`config.mk`:
```
export PLATFORM = sky130hd
export DESIGN_NAME = wdg_dual_window
export DESIGN_NICKNAME = d
export VERILOG_FILES = /design/src/rtl/wdg_pkg.sv /design/src/rtl/wdg_kick_detect.sv /design/src/rtl/wdg_mode_ctrl.sv /design/src/rtl/wdg_window_counter.sv /design/src/rtl/wdg_dual_window.sv
export SDC_FILE = /design/constraint.sdc
export NUM_CORES = 1
export LEC_CHECK = 0
export ABC_CLOCK_PERIOD_IN_PS = 3300
export BUFFER_PORTS_ARGS = -buffer_cell sky130_fd_sc_hd__buf_2
export CORE_AREA = 2 2 49 51
export CTS_CLUSTER_DIAMETER = 40
export CTS_CLUSTER_SIZE = 14
export DETAILED_ROUTE_END_ITERATION = 16
export DIE_AREA = 0 0 51 53
export PLACE_DENSITY_LB_ADDON = 0.25
export SYNTH_ARGS = -nofsm -noshare
export SYNTH_HDL_FRONTEND = slang
export SYNTH_SLANG_ARGS = --single-unit
```
`constraint.sdc`:
```
create_clock -name clk -period 3.3 [get_ports clk]
set_input_delay 0.66 -clock clk [delete_from_list [all_inputs] [get_ports clk]]
set_output_delay 0.66 -clock clk [all_outputs]
set_load 0.01 [all_outputs]
```
`src/rtl/wdg_pkg.sv`:
```
package wdg_pkg;

  typedef enum logic {
    WM_STARTUP = 1'b0,
    WM_NORMAL  = 1'b1
  } wdg_mode_e;

  // Last counter value inside the window of the selected mode.
  function automatic int unsigned window_last(input wdg_mode_e mode,
                                              input int unsigned startup_ticks,
                                              input int unsigned normal_ticks);
    int unsigned len;
    len = (mode == WM_NORMAL) ? normal_ticks : startup_ticks;
    return len - 1;
  endfunction

  function automatic int unsigned larger(input int unsigned a, input int unsigned b);
    return (a > b) ? a : b;
  endfunction

endpackage

```
`src/rtl/wdg_kick_detect.sv`:
```
module wdg_kick_detect (
  input  logic clk,
  input  logic rst_n,
  input  logic wdi,
  input  logic connected,
  output logic kick,
  output logic reconnect
);
  logic wdi_q;
  logic ref_valid_q;
  logic conn_q;

  always_ff @(posedge clk or negedge rst_n) begin
    if (!rst_n) begin
      wdi_q       <= 1'b0;
      ref_valid_q <= 1'b0;
      conn_q      <= 1'b0;
    end else begin
      wdi_q       <= wdi;
      ref_valid_q <= connected;
      conn_q      <= connected;
    end
  end

  // An edge only counts when the previous sample was taken while connected.
  assign kick      = connected & ref_valid_q & (wdi ^ wdi_q);
  assign reconnect = connected & ~conn_q;

endmodule

```
`src/rtl/wdg_mode_ctrl.sv`:
```
module wdg_mode_ctrl
  import wdg_pkg::*;
(
  input  logic      clk,
  input  logic      rst_n,
  input  logic      to_startup,
  input  logic      to_normal,
  output wdg_mode_e mode
);
  always_ff @(posedge clk or negedge rst_n) begin
    if (!rst_n)          mode <= WM_STARTUP;
    else if (to_startup) mode <= WM_STARTUP;
    else if (to_normal)  mode <= WM_NORMAL;
  end
endmodule

```
`src/rtl/wdg_window_counter.sv`:
```
module wdg_window_counter #(
  parameter int CNT_W = 8
) (
  input  logic             clk,
  input  logic             rst_n,
  input  logic             tick,
  input  logic             clear,
  input  logic [CNT_W-1:0] last,
  output logic [CNT_W-1:0] cnt,
  output logic             hit,
  output logic             expire_q
);
  assign hit = tick & ~clear & (cnt == last);

  always_ff @(posedge clk or negedge rst_n) begin
    if (!rst_n) begin
      cnt      <= '0;
      expire_q <= 1'b0;
    end else begin
      expire_q <= hit;
      if (clear || hit) cnt <= '0;
      else if (tick)    cnt <= cnt + 1'b1;
    end
  end
endmodule

```
`src/rtl/wdg_dual_window.sv`:
```
module wdg_dual_window
  import wdg_pkg::*;
#(
  parameter int STARTUP_TICKS = 216,
  parameter int NORMAL_TICKS  = 7
) (
  input  logic clk,
  input  logic rst_n,
  input  logic tick,
  input  logic wdi,
  input  logic wdi_connected,
  input  logic reset_active,
  input  logic reset_event,
  output logic expire_pulse
);
  localparam int LIM_MAX = larger(STARTUP_TICKS, NORMAL_TICKS);
  localparam int CNT_W   = $clog2(LIM_MAX + 1);

  logic             raw_kick_w;
  logic             reconnect_w;
  logic             kick_w;
  logic             clear_w;
  logic             hit_w;
  logic             to_startup_w;
  wdg_mode_e        mode_w;
  logic [CNT_W-1:0] last_w;
  logic [CNT_W-1:0] cnt_w;

  wdg_kick_detect u_kick (
    .clk       (clk),
    .rst_n     (rst_n),
    .wdi       (wdi),
    .connected (wdi_connected),
    .kick      (raw_kick_w),
    .reconnect (reconnect_w)
  );

  assign kick_w       = raw_kick_w & ~reset_active;
  assign clear_w      = reset_active | ~wdi_connected | kick_w | reconnect_w | reset_event;
  assign to_startup_w = reset_event | hit_w | reconnect_w;
  assign last_w       = CNT_W'(window_last(mode_w, STARTUP_TICKS, NORMAL_TICKS));

  wdg_mode_ctrl u_mode (
    .clk        (clk),
    .rst_n      (rst_n),
    .to_startup (to_startup_w),
    .to_normal  (kick_w),
    .mode       (mode_w)
  );

  wdg_window_counter #(.CNT_W(CNT_W)) u_cnt (
    .clk      (clk),
    .rst_n    (rst_n),
    .tick     (tick),
    .clear    (clear_w),
    .last     (last_w),
    .cnt      (cnt_w),
    .hit      (hit_w),
    .expire_q (expire_pulse)
  );

endmodule

```
# After elaboration in Yosys (flattened, before gate mapping)
# Cells that the tools add are included.
# classes
n_addsub	2
multipliers	0
n_div	0
order_cmp	0
n_eq_ne	1
shifts	0
n_mux	5
bitwise_logic	17
n_reduce_logical	3
# op_table
operator	count
8-bit 2-to-1 mux	3
8-bit by 1-bit adder with 8-bit output (second input constant)	1
8-bit == test	1
8-bit by 1-bit subtractor with 8-bit output (second input constant)	1
1-bit bitwise AND	6
1-bit OR	6
1-bit NOT	4
2-bit nonzero test	2
1-bit 2-to-1 mux	2
1-bit logical OR	1
1-bit XOR	1
# word_totals
reg_bits	12
latchBits	0
ramBits	0
mem_bits_ro	0
inputBits	7
word_cells	33
memories	0

# Depth between registers and ports, before layout
# Gate-level depths: netlist (run 1).
# logic_depth
word_depth	12
ltp_mapped	5
ltp_nobuf	5

# Cells and area by module
# Synthesis (run 1) repeated with hierarchy kept, for this count alone.
# unflattened
cells_unflattened	63
hier_area_um2	659.4
# modules_own_cells
module	n_inst	cells_per_inst	area_per_inst_um2	seq_area_each_um2
wdg_window_counter	1	49	519.2	225.2
wdg_kick_detect	1	5	71.3	50.0
wdg_mode_ctrl	1	2	35.0	25.0
wdg_dual_window	1	7	33.8	0.0

# Least setup slack after synthesis (run 1)
# No wires, ideal clock.
# synth_path
kind	input to register
from	input port wdi
to	register u_mode.mode
setup_ps	128
arrival_ps	1550
path_slack_ps	1621
cell_stages	4
path_cell_list	xor2_1 > or4b_4 > nor3_2 > a2111oi_1
# synth_between
elab_chain_len	12
# synth_rtl
item	line_no	rtl
from (decl)	wdg_dual_window.sv:10	input logic wdi,
1-bit XOR (*)	wdg_kick_detect.sv:26	assign kick = connected & ref_valid_q & (wdi ^ wdi_q);
1-bit bitwise AND (*)	wdg_kick_detect.sv:26	
1-bit bitwise AND (*)	wdg_dual_window.sv:38	assign kick_w = raw_kick_w & ~reset_active;
1-bit OR (*) (3 in series)	wdg_dual_window.sv:39	assign clear_w = reset_active | ~wdi_connected | kick_w | reconnect_w | reset_event;
1-bit NOT (*)	wdg_window_counter.sv:13	assign hit = tick & ~clear & (cnt == last);
1-bit bitwise AND (*) (2 in series)	wdg_window_counter.sv:13	
named net hit_w	wdg_dual_window.sv:23	logic hit_w;
1-bit OR (*) (2 in series)	wdg_dual_window.sv:40	assign to_startup_w = reset_event | hit_w | reconnect_w;
1-bit 2-to-1 mux / 2-bit nonzero test (equally long branches)	n/a	
to (signal assigned)	wdg_mode_ctrl.sv:11	if (!rst_n) mode <= WM_STARTUP;
to (signal assigned)	wdg_mode_ctrl.sv:12	else if (to_startup) mode <= WM_STARTUP;
to (signal assigned)	wdg_mode_ctrl.sv:13	else if (to_normal) mode <= WM_NORMAL;
to (decl)	wdg_mode_ctrl.sv:8	output wdg_mode_e mode
# The timed path passes the listed nets; every way through them passes the cells marked *.
# A chain may end at the register's enable or synchronous reset.

# Final worst setup path (run 1)
# layout_path
from	input port wdi
to	register u_cnt.cnt[5]
# layout_between
elab_chain_len	11
# layout_rtl
item	line_no	rtl
1-bit XOR (*)	wdg_kick_detect.sv:26	
1-bit bitwise AND (*)	wdg_kick_detect.sv:26	
1-bit bitwise AND (*)	wdg_dual_window.sv:38	
1-bit OR (*) (3 in series)	wdg_dual_window.sv:39	
1-bit NOT	wdg_window_counter.sv:13	
1-bit bitwise AND (2 in series)	wdg_window_counter.sv:13	
1-bit logical OR (*)	wdg_window_counter.sv:21	if (clear || hit) cnt <= '0;
8-bit 2-to-1 mux / 2-bit nonzero test (equally long branches)	n/a	
to (signal assigned)	wdg_window_counter.sv:22	else if (tick) cnt <= cnt + 1'b1;
to (decl)	wdg_window_counter.sv:9	output logic [CNT_W-1:0] cnt,
# Every way passes the cells marked *; elsewhere a longest branch is shown, timed or not.

==> results.md, run 1 <==
* Status: finished, final reports clean
* Cell breakdown of the critical path: buf_2 -> xor2_1 -> or4b_4 -> o21bai_4 -> nor2_1
* Max stage delay on crit path at 500 ps
* Cell family with most CP delay: simple AND/OR/NAND/NOR gates
* Buf+Inv Stages, Crit Path at 1
* First-pass GRT wire length at 1810 microns
* Minimum clock period at 1570 ps
* Share of power burned in registers at 59.7%
* Worst R2R Setup Slack at 1820 ps
* Clock Power Share at 34.1%
* Clock root buffer: clkbuf_4
* CTS tree: built
* CP startpoint kind: input port
* Worst-path clk slew at 60 ps
* Die W at 51 microns
* # diodes at 0
* Vias at 420
* Rows at 17
* Syn_area_per_cell at 11.1 sq um
* GRT Resource Usage Total at 9.58%
* P&R area growth vs syn at 15.4%
* Final setup fails at 0
* Core area at 2150 sq um
* Top FF cell, synth: dfrtp_1
* Fmax at 0.637 GHz
* Leakage at 0.000290 uW
* Die Y-Extent at 53 microns
* Die footprint at 2700 sq um
* # hold bufs at CTS at 0
* Net Sw Frac at 21.4%
* Worst Reg-to-Reg Cells at 4
* Cell variety after synth at 21
* Post-synthesis register bit count at 12
* Synth top area cells: dfrtp_1, xor2_1, nor2_1, a2bb2oi_4, nand2_1
* Boundary pin count at 8
* Area post-placement at 671 sq um
* CP endpoint kind: flip-flop
* Post-route clock period utilization at 47.6%
* Max Slew Vio Count at 0
* Internal power at 198 uW
* Sink Count at 12
* GRT Residual Overflow at 0
* Synth cell count leaders: dfrtp_1, nor2_1, nand2_1, xor2_1, nand4_1
* Fraction of layout cells with a size suffix above 1 at 21.9%
* Top cell type's share of synthesized area at 50.0%
* Final Skew at 1.50 ps
* Vias per cell at 4.57
* Final WL at 1020 microns
* GP Congestion at 0.622
* CTS HTree Levels at 1
* HPWL after DPL at 819 microns
* Synth async-reset ratio at 100%
* Setup TNS at 0 ps
* Crit-path slowest cell: or4b_4
* Initial antenna violation count at 0
* Max transition margin at 75.8%
* Critical path arrival at 1770 ps
* Largest net degree at the start of global routing at 13
* IO buf count at 7
* Crit path kind: in -> reg
* Post-CTS sizing at 0
* Vias in the first global route at 411
* Synthesized net count at 62
* Number of synthesized flops with an enable pin at 0
* Power Density at 363 nW/um^2
* Post-route cell area at 693 sq um
* Nets@finish at 74
* Antenna viol nets, final at 0
* Fin util at 32.3%
* Hold Crit Class: in -> async
* Drt first pass iters at 1
* Comb pwr share at 6.2%
* DRT iter0 DRCs at 0
* Wire per inst at 11.1 microns
* Post-route DRC at 0
* Max-cap check violation count at 0
* Yosys top cell by area: dfrtp_1
* Synth warnings at 0
* Clock tree buffer depth at 2
* Final Hold Fails at 0
* Worst-skew pair later-pin latency at 270 ps
* Net Switching at 53.8 uW
* Clock buffer count from CTS at 3
* Post-synthesis sequential area ratio at 50.0%
* Starting Density at 28.0%
* Crit path max fanout at 7
* Reg2reg end: u_cnt.cnt[5]
* RSZ-0062 raised after global routing: false
* Mapped Cells at 54
* Peak VDD IR at 0.120 mV
* CP required at 3500 ps
* Post-synthesis cell area at 601 sq um
* Top-count cell post-synth: dfrtp_1
* Post-CTS Setup Repair Bufs at 0
* Post-Place Worst Slack at 1430 ps
* Setup WS post-layout at 1730 ps
* Reg2reg start: u_kick.wdi_q
* Worst Tran Pin Value at 360 ps
==> layer usage <==
layer / GRT usage (%) / vias up / share of wire, %
li1: - / 213 / -
met1: 11.6 / 198 / 44
met2: 14.1 / 6 / 50
met3: 2.54 / 3 / 2.9
met4: 8.11 / 0 / 3.0
met5: 0 / - / 0
==> cells in the final DEF, fill, tap and decap left out <==
cell	n
nor3_1	1
nor3b_1	1
or4b_4	1
inv_1	1
nand2_1	5
a2bb2oi_4	1
dfrtp_1	12
a2111oi_1	1
nor2b_1	1
nand2b_1	1
o21bai_4	1
nor2_1	9
ha_1	1
nand4_1	3
mux2i_1	1
nand3b_1	2
buf_2	7
a21oi_1	2
xor2_1	5
xnor2_1	2
nor3_2	1
and3_1	2
clkbuf_4	3
==> worst register-to-register path: stages (launching register included) <==
cell	delay (ps)
dfrtp_1	380
xor2_1	170
or4b_4	500
o21bai_4	220
nor2_1	130
==> stage by stage <==
step / hold WS (ps) / cells / total power [uW]
after global placement: 529 / 89 / 169
final: 247 / 92 / 252
after global routing: 249 / 92 / 270
after CTS: 250 / 92 / 257
after floorplan: 364 / 54 / 160
after detailed placement: 530 / 89 / 169
==> state kept, by name, indices dropped and copies added, names as in the netlist <==
| name | cells |
|---|---|
| u_cnt.expire_q | 1 |
| u_kick.wdi_q | 1 |
| u_mode.mode | 1 |
| u_cnt.cnt | 8 |
| u_kick.ref_valid_q | 1 |
==> cell families after synthesis <==
group	after synthesis	share of synthesized area, %
AND/OR/NAND/NOR	27	24.6
flip-flops	12	50.0
XOR/XNOR	7	10.2
AO/OA/AOI/OAI	5	10.8
buffers and inverters	1	0.624
multiplexers	1	1.67
adder cells (fa/ha/maj)	1	2.08
==> how the worst max path moves through the flow <==
| stage | from | to | depth (start not counted) | slack, ps |
|---|---|---|---|---|
| floorplan | wdi | u_mode.mode | 4 | 1620 |
| global placement | wdi | u_mode.mode | 5 | 1440 |
| detailed placement | wdi | u_cnt.cnt[5] | 5 | 1430 |
| CTS | wdi | u_cnt.cnt[5] | 5 | 1720 |
| global route | wdi_connected | u_cnt.cnt[5] | 5 | 1660 |
| finish | wdi | u_cnt.cnt[5] | 5 | 1730 |
==> power groups by stage <==
stage / registers [uW] / logic (uW) / clock network, uW
after floorplan: 153 / 7.36 / 0
after global placement: 153 / 16.0 / 0
after detailed placement: 153 / 16.2 / 0
after CTS: 150 / 16.3 / 90.8
after global routing: 150 / 18.0 / 101
final: 150 / 15.7 / 85.9
==> cell type report <==
class                   instances  area, sq um
well taps                      28         35.0
fillers                       236         1460
inverters                       1         3.75
flip-flops and latches         12          300
repair buffers                  7         35.0
multi-input cells              41          297
clock buffers                   3         22.5
(Power assumes the default switching activity.)
==> run 2, diff against run 1 <==
ABC_AREA = 1   (was unset)
ABC_CLOCK_PERIOD_IN_PS = 1600   (was 3300)
CORE_AREA = 2 2 53 55   (was 2 2 49 51)
DIE_AREA = 0 0 55 57   (was 0 0 51 53)
clock period = 1.6 ns   (was 3.3 ns; I/O delays follow)
==> run 2 against run 1 <==
  * Non-clock buffer count up 1
  * Critical path depth stayed put
  * Cell area is 21% higher
  * Synthesized area is 21% higher
  * Critical endpoint is now u_cnt.cnt[6]
  * Clock power grew to 2.9 times the previous value
  * Utilization fell by 0.26 points
  * Via count rose by 34%
  * Hold slack worse by 73 ps
  * Global-route usage is 0.36 points higher
  * Synthesized cell count increased by 59%
==> results.md, run 2 <==
* Die footprint at 3140 sq um
* Boundary pin count at 8
* Fin util at 32.0%
* Post-CTS sizing at 0
* Post-route clock period utilization at 80.8%
* Antenna viol nets, final at 0
* Worst Reg-to-Reg Cells at 5
* Final setup fails at 0
* Final Skew at 2.38 ps
* Cell variety after synth at 24
* Fraction of layout cells with a size suffix above 1 at 33.0%
* Max transition margin at 81.5%
* Final Hold Fails at 0
* Wire per inst at 10.2 microns
* Setup TNS at 0 ps
* CP startpoint: u_cnt.cnt[0]
* Synth async-reset ratio at 100%
* Reg2reg start: u_cnt.cnt[0]
* Clock root buffer: clkbuf_4
* CTS tree: built
* Finished Layout Cells at 128
* Fmax at 0.774 GHz
* Die W at 55 microns
* IO buf count at 7
* Top-count cell post-synth: nand2_1
* Number of synthesized flops with an enable pin at 0
* # diodes at 0
* Nets@finish at 106
* CP required at 1770 ps
* Mapped Cells at 86
* Yosys top cell by area: dfrtp_1
* First-pass GRT wire length at 2290 microns
* Post-synthesis cell area at 724 sq um
* Vias per cell at 4.40
* Power Density at 720 nW/um^2
* Synthesized net count at 94
* Hold Crit Class: in -> reg
* Final WL at 1310 microns
* Synth cell count leaders: nand2_1, dfrtp_1, nor2_1
* Top FF cell, synth: dfrtp_1
* Status: finished, final reports clean
* GRT Resource Usage Total at 9.94%
* Worst-skew pair later-pin latency at 280 ps
* Clock buffer count from CTS at 3
* Post-synthesis register bit count at 12
* Synth top area cells: dfrtp_1, nand2_1, nor2_1, inv_1, nand2_2
* Core area at 2620 sq um
* Most frequent cells in the layout: nand2_1, dfrtp_1, nor2_1
* GRT Residual Overflow at 0
* Setup WS post-layout at 308 ps
* Largest net degree at the start of global routing at 13
* Sink Count at 12
* Reg2reg end: u_cnt.cnt[6]
* Rows at 19
* Crit path max fanout at 6
* Worst hold slack at 175 ps
* Worst-path clk slew at 80 ps
* HPWL after DPL at 1020 microns
* Vias at 563
* GP Congestion at 0.829
* Minimum clock period at 1290 ps
* Peak VDD IR at 0.446 mV
* CP startpoint kind: flip-flop
* Post-route DRC at 0
* Max Slew Vio Count at 0
* Clock tree buffer depth at 2
* Top cell type's share of synthesized area at 41.5%
* DP Cell Count at 123
* DRT iter0 DRCs at 4
* Max reg flops at 8
* Leakage at 0.000371 uW
* Worst setup path end: u_cnt.cnt[6]
* Max-cap check violation count at 0
* Vias in the first global route at 562
* Die Y-Extent at 57 microns
* Post-CTS Setup Repair Bufs at 0
* Synth warnings at 0
* Syn_area_per_cell at 8.42 sq um
* Initial antenna violation count at 0
* # hold bufs at CTS at 1
* Most common cell after layout, fill and taps aside: nand2_1
* Worst Tran Pin Value at 277 ps
* P&R area growth vs syn at 15.5%
* Crit path kind: reg -> reg
* Drt first pass iters at 4
* Starting Density at 27.7%
* Critical path arrival at 1460 ps
* Biggest register: u_cnt.cnt
* CP endpoint kind: flip-flop
* CTS HTree Levels at 1
* Post-synthesis sequential area ratio at 41.5%
* Post-Place Worst Slack at 317 ps
* Worst R2R Setup Slack at 310 ps
* RSZ-0062 raised after global routing: false
## run 2: cell types whose count changed after synthesis, moves of 4 or more
cell     before  now
inv_1         1    7
inv_2         0    5
nand2_1       5   18
nand2_2       0    4
nand3_1       0    4
## run 2: metal layers
layer / GRT usage [%] / share of wire (%) / up-vias / wire length (microns)
met4: 4.18 / 1.6 / 0 / 21
met2: 15.6 / 51 / 5 / 662
met1: 13.3 / 46 / 264 / 603
met3: 1.57 / 1.5 / 2 / 19
li1: - / - / 292 / -
met5: 0 / 0 / - / 0
## run 2: area by class of cell
type	count	area, sq um
Timing Repair Buffer	8	45.0
Inverter	12	45.0
Fill cell	293	1780
Sequential cell	12	300
Multi-Input combinational cell	61	372
Tap cell	31	38.8
Clock buffer	4	36.3
## run 2: how the worst min path moves through the flow
stage,depth (start not counted),endpoint,slack (ps),from
after global placement,1,u_cnt.expire_q,220,rst_n
after detailed placement,1,u_cnt.expire_q,220,rst_n
after CTS,1,u_kick.ref_valid_q,170,wdi_connected
after global routing,1,u_kick.ref_valid_q,170,wdi_connected
final,1,u_kick.ref_valid_q,170,wdi_connected
after floorplan,0,u_cnt.cnt[0],20,rst_n
## run 2: where the power goes
part	leakage (uW)	switching [uW]	internal [uW]
logic	0.000187	30.5	16.5
registers	0.000163	2.68	307
clock network	0.0000210	108	138
## run 2: worst max-delay path: stages (launching register included)
cell     delay, ps
dfrtp_1        460
ha_1           200
nand3_1        100
nor3_1         210
xor2_1         170
nor2_1          50
## run 2: per-stage QoR
step                      power [uW]  instance area [sq um]
after floorplan                  344                    724
after global placement           361                    791
after detailed placement         362                    791
after CTS                        617                    837
after global routing             627                    837
final                            602                    837
## run 2: cell families after synthesis
family,after synthesis,share of synthesized area [%]
AND/OR/NAND/NOR,50,37.8
buffers and inverters,13,7.26
flip-flops,12,41.5
AO/OA/AOI/OAI,6,5.87
XOR/XNOR,4,5.87
adder cells (fa/ha/maj),1,1.73
==> run 3, diff against run 2 <==
ABC_CLOCK_PERIOD_IN_PS = 1200   (was 1600)
clock period = 1.2 ns   (was 1.6 ns; I/O delays follow)
==> run 3 against run 2 <==
  * The flow now finishes with violations (setup timing)
  * Sequential power grew 33%
  * Register-to-register slack lost 350 ps
  * Clock skew is essentially flat
  * Flip-flop and latch count is the same
  * Count of clock-buffer cells in the layout shrank 1
  * Cell area grew 12%
  * Critical path depth is the same
  * Non-clock buffer count grew 9
  * Die area is the same
  * First-iteration DRC count grew 75%
  * Clock power shrank 2%
  * Worst setup slack lost 350 ps
  * Critical path type unchanged
  * Largest power group unchanged
  * Highest routed layer unchanged
==> results.md, run 3 (synthesis gave the netlist of run 2 again) <==
* GRT Residual Overflow at 0
* Cell breakdown of the critical path: ha_2 -> nand3_4 -> nor3_2 -> xor2_1 -> nor2_1
* Share of power burned in registers at 56.7%
* Vias in the first global route at 630
* Initial antenna violation count at 0
* Max reg flops at 8
* Minimum clock period at 1240 ps
* Biggest register: u_cnt.cnt
* Die Y-Extent at 57 microns
* HPWL after DPL at 1090 microns
* Most frequent cells in the layout: nand2_1, dfrtp_1, nor2_1, buf_4
* DRT iter0 DRCs at 7
* Vias at 579
* Antenna viol nets, final at 0
* Critical path arrival at 1400 ps
* GRT Resource Usage Total at 11.4%
* Clock root buffer: clkbuf_4
* Power Density at 779 nW/um^2
* Internal power at 554 uW
* CTS tree: built
* Worst Tran Pin Value at 285 ps
* Status: complete, but fails checks
* Clock buffer count from CTS at 3
* Hold Startpoint: wdi_connected
* Drt first pass iters at 3
* Total power at 727 uW
* Vias per cell at 4.26
* Wire per inst at 10.5 microns
* Peak VDD IR at 0.671 mV
* CP required at 1360 ps
* Crit path kind: reg -> reg
* Net Switching at 173 uW
* Boundary pin count at 8
* Max stage delay on crit path at 430 ps
* Largest net degree at the start of global routing at 13
* Worst-path clk slew at 70 ps
* # diodes at 0
* P&R area growth vs syn at 28.8%
* Starting Density at 27.7%
* Reg2reg start: u_cnt.cnt[0]
* Core area at 2620 sq um
* Max Slew Vio Count at 0
* Sink Count at 12
* Die W at 55 microns
* Clock Power Share at 33.2%
* CP startpoint kind: flip-flop
* Worst-skew pair later-pin latency at 270 ps
* Post-route DRC at 0
* Net Sw Frac at 23.8%
* Comb pwr share at 10.1%
* Post-route clock period utilization at 103%
* Setup WS post-layout at -37.1 ps
* Final Skew at 2.72 ps
* Fin util at 35.7%
* Cell family with most CP delay: flip-flops
* Die footprint at 3140 sq um
* Final Hold Fails at 0
* Hold Crit Class: in -> reg
* Leakage at 0.000408 uW
* Final setup fails at 1
* Crit-path slowest cell: dfrtp_1
* First-pass GRT wire length at 2620 microns
* Most common cell after layout, fill and taps aside: nand2_1
* CP startpoint: u_cnt.cnt[0]
* Nets@finish at 115
* IO buf count at 7
* Fillers at 282
* CP endpoint kind: flip-flop
* Max-cap check violation count at 0
* Crit path max fanout at 5
* Fraction of layout cells with a size suffix above 1 at 43.8%
* Rows at 19
* Failing checks: setup timing
* Buf+Inv Stages, Crit Path at 0
* Clock tree buffer depth at 2
* Final WL at 1430 microns
* Fmax at 0.808 GHz
* GP Congestion at 0.849
* RSZ-0062 raised after global routing: true
* Max transition margin at 81.0%
* CTS HTree Levels at 1
run 3: path summary, 6_finish.rpt:
| check | to | slack (ps) | cells after the start |
|---|---|---|---|
| setup reg to reg | u_cnt.cnt[6] | -40 | 5 |
| setup / recovery | u_cnt.cnt[6] | -40 | 5 |
| min in group asynchronous | u_cnt.cnt[6] | 380 | 2 |
| hold / removal | u_kick.ref_valid_q | 110 | 1 |
| max in group asynchronous | u_mode.mode | 600 | 2 |
| hold reg to reg | u_mode.mode | 570 | 2 |
run 3: timing repair:
action                     CTS  global route
hold buffers                 1             0
hold endpoints to repair    12             0
resized for setup            1             8
setup buffers                1             2
setup endpoints to repair    2            10
cloned                       0             0
pin swaps                    0             3
run 3: metal layers:
layer / wire, microns / global-route usage (%)
met1: 663 / 15.7
met2: 725 / 17.5
met3: 25 / 1.57
met4: 16 / 5.23
met5: 0 / 0
run 3: worst register-to-register path, delay by kind of cell (launching register included):
kind,cells,cell delay (ps)
XOR/XNOR,1,170
adder cells (fa/ha/maj),1,240
flip-flops,1,430
AND/OR/NAND/NOR,3,300
run 3: power groups by stage:
stage | combinational [uW] | clock (uW) | sequential, uW
floorplan | 38.2 | 0 | 420
global placement | 65.0 | 0 | 420
detailed placement | 65.5 | 0 | 420
CTS | 68.9 | 257 | 412
global route | 83.4 | 266 | 412
finish | 73.8 | 241 | 412
run 3: cell type report:
class / instances / area, sq um / area share [%]
multi-input combinational: 61 / 414 / 44.4
sequential: 12 / 300 / 32.2
timing repair buffer: 17 / 113 / 12.1
inverter: 12 / 45.0 / 4.83
tap: 31 / 38.8 / 4.16
clock buffer: 3 / 22.5 / 2.41
run 3: metrics by stage:
stage / instance area (sq um) / setup TNS [ps] / worst slack (ps) / std cells / hold WS [ps]
3_3_place_gp: 836 / 0 / 8.97 / 129 / 139
2_1_floorplan: 724 / 0 / 45.7 / 86 / -55.6
6_report: 933 / -37.1 / -37.1 / 136 / 113
3_5_place_dp: 836 / -9.24 / -9.24 / 129 / 145
5_1_grt: 933 / -647 / -102 / 136 / 103
4_1_cts: 881 / -2.97 / -2.97 / 134 / 103
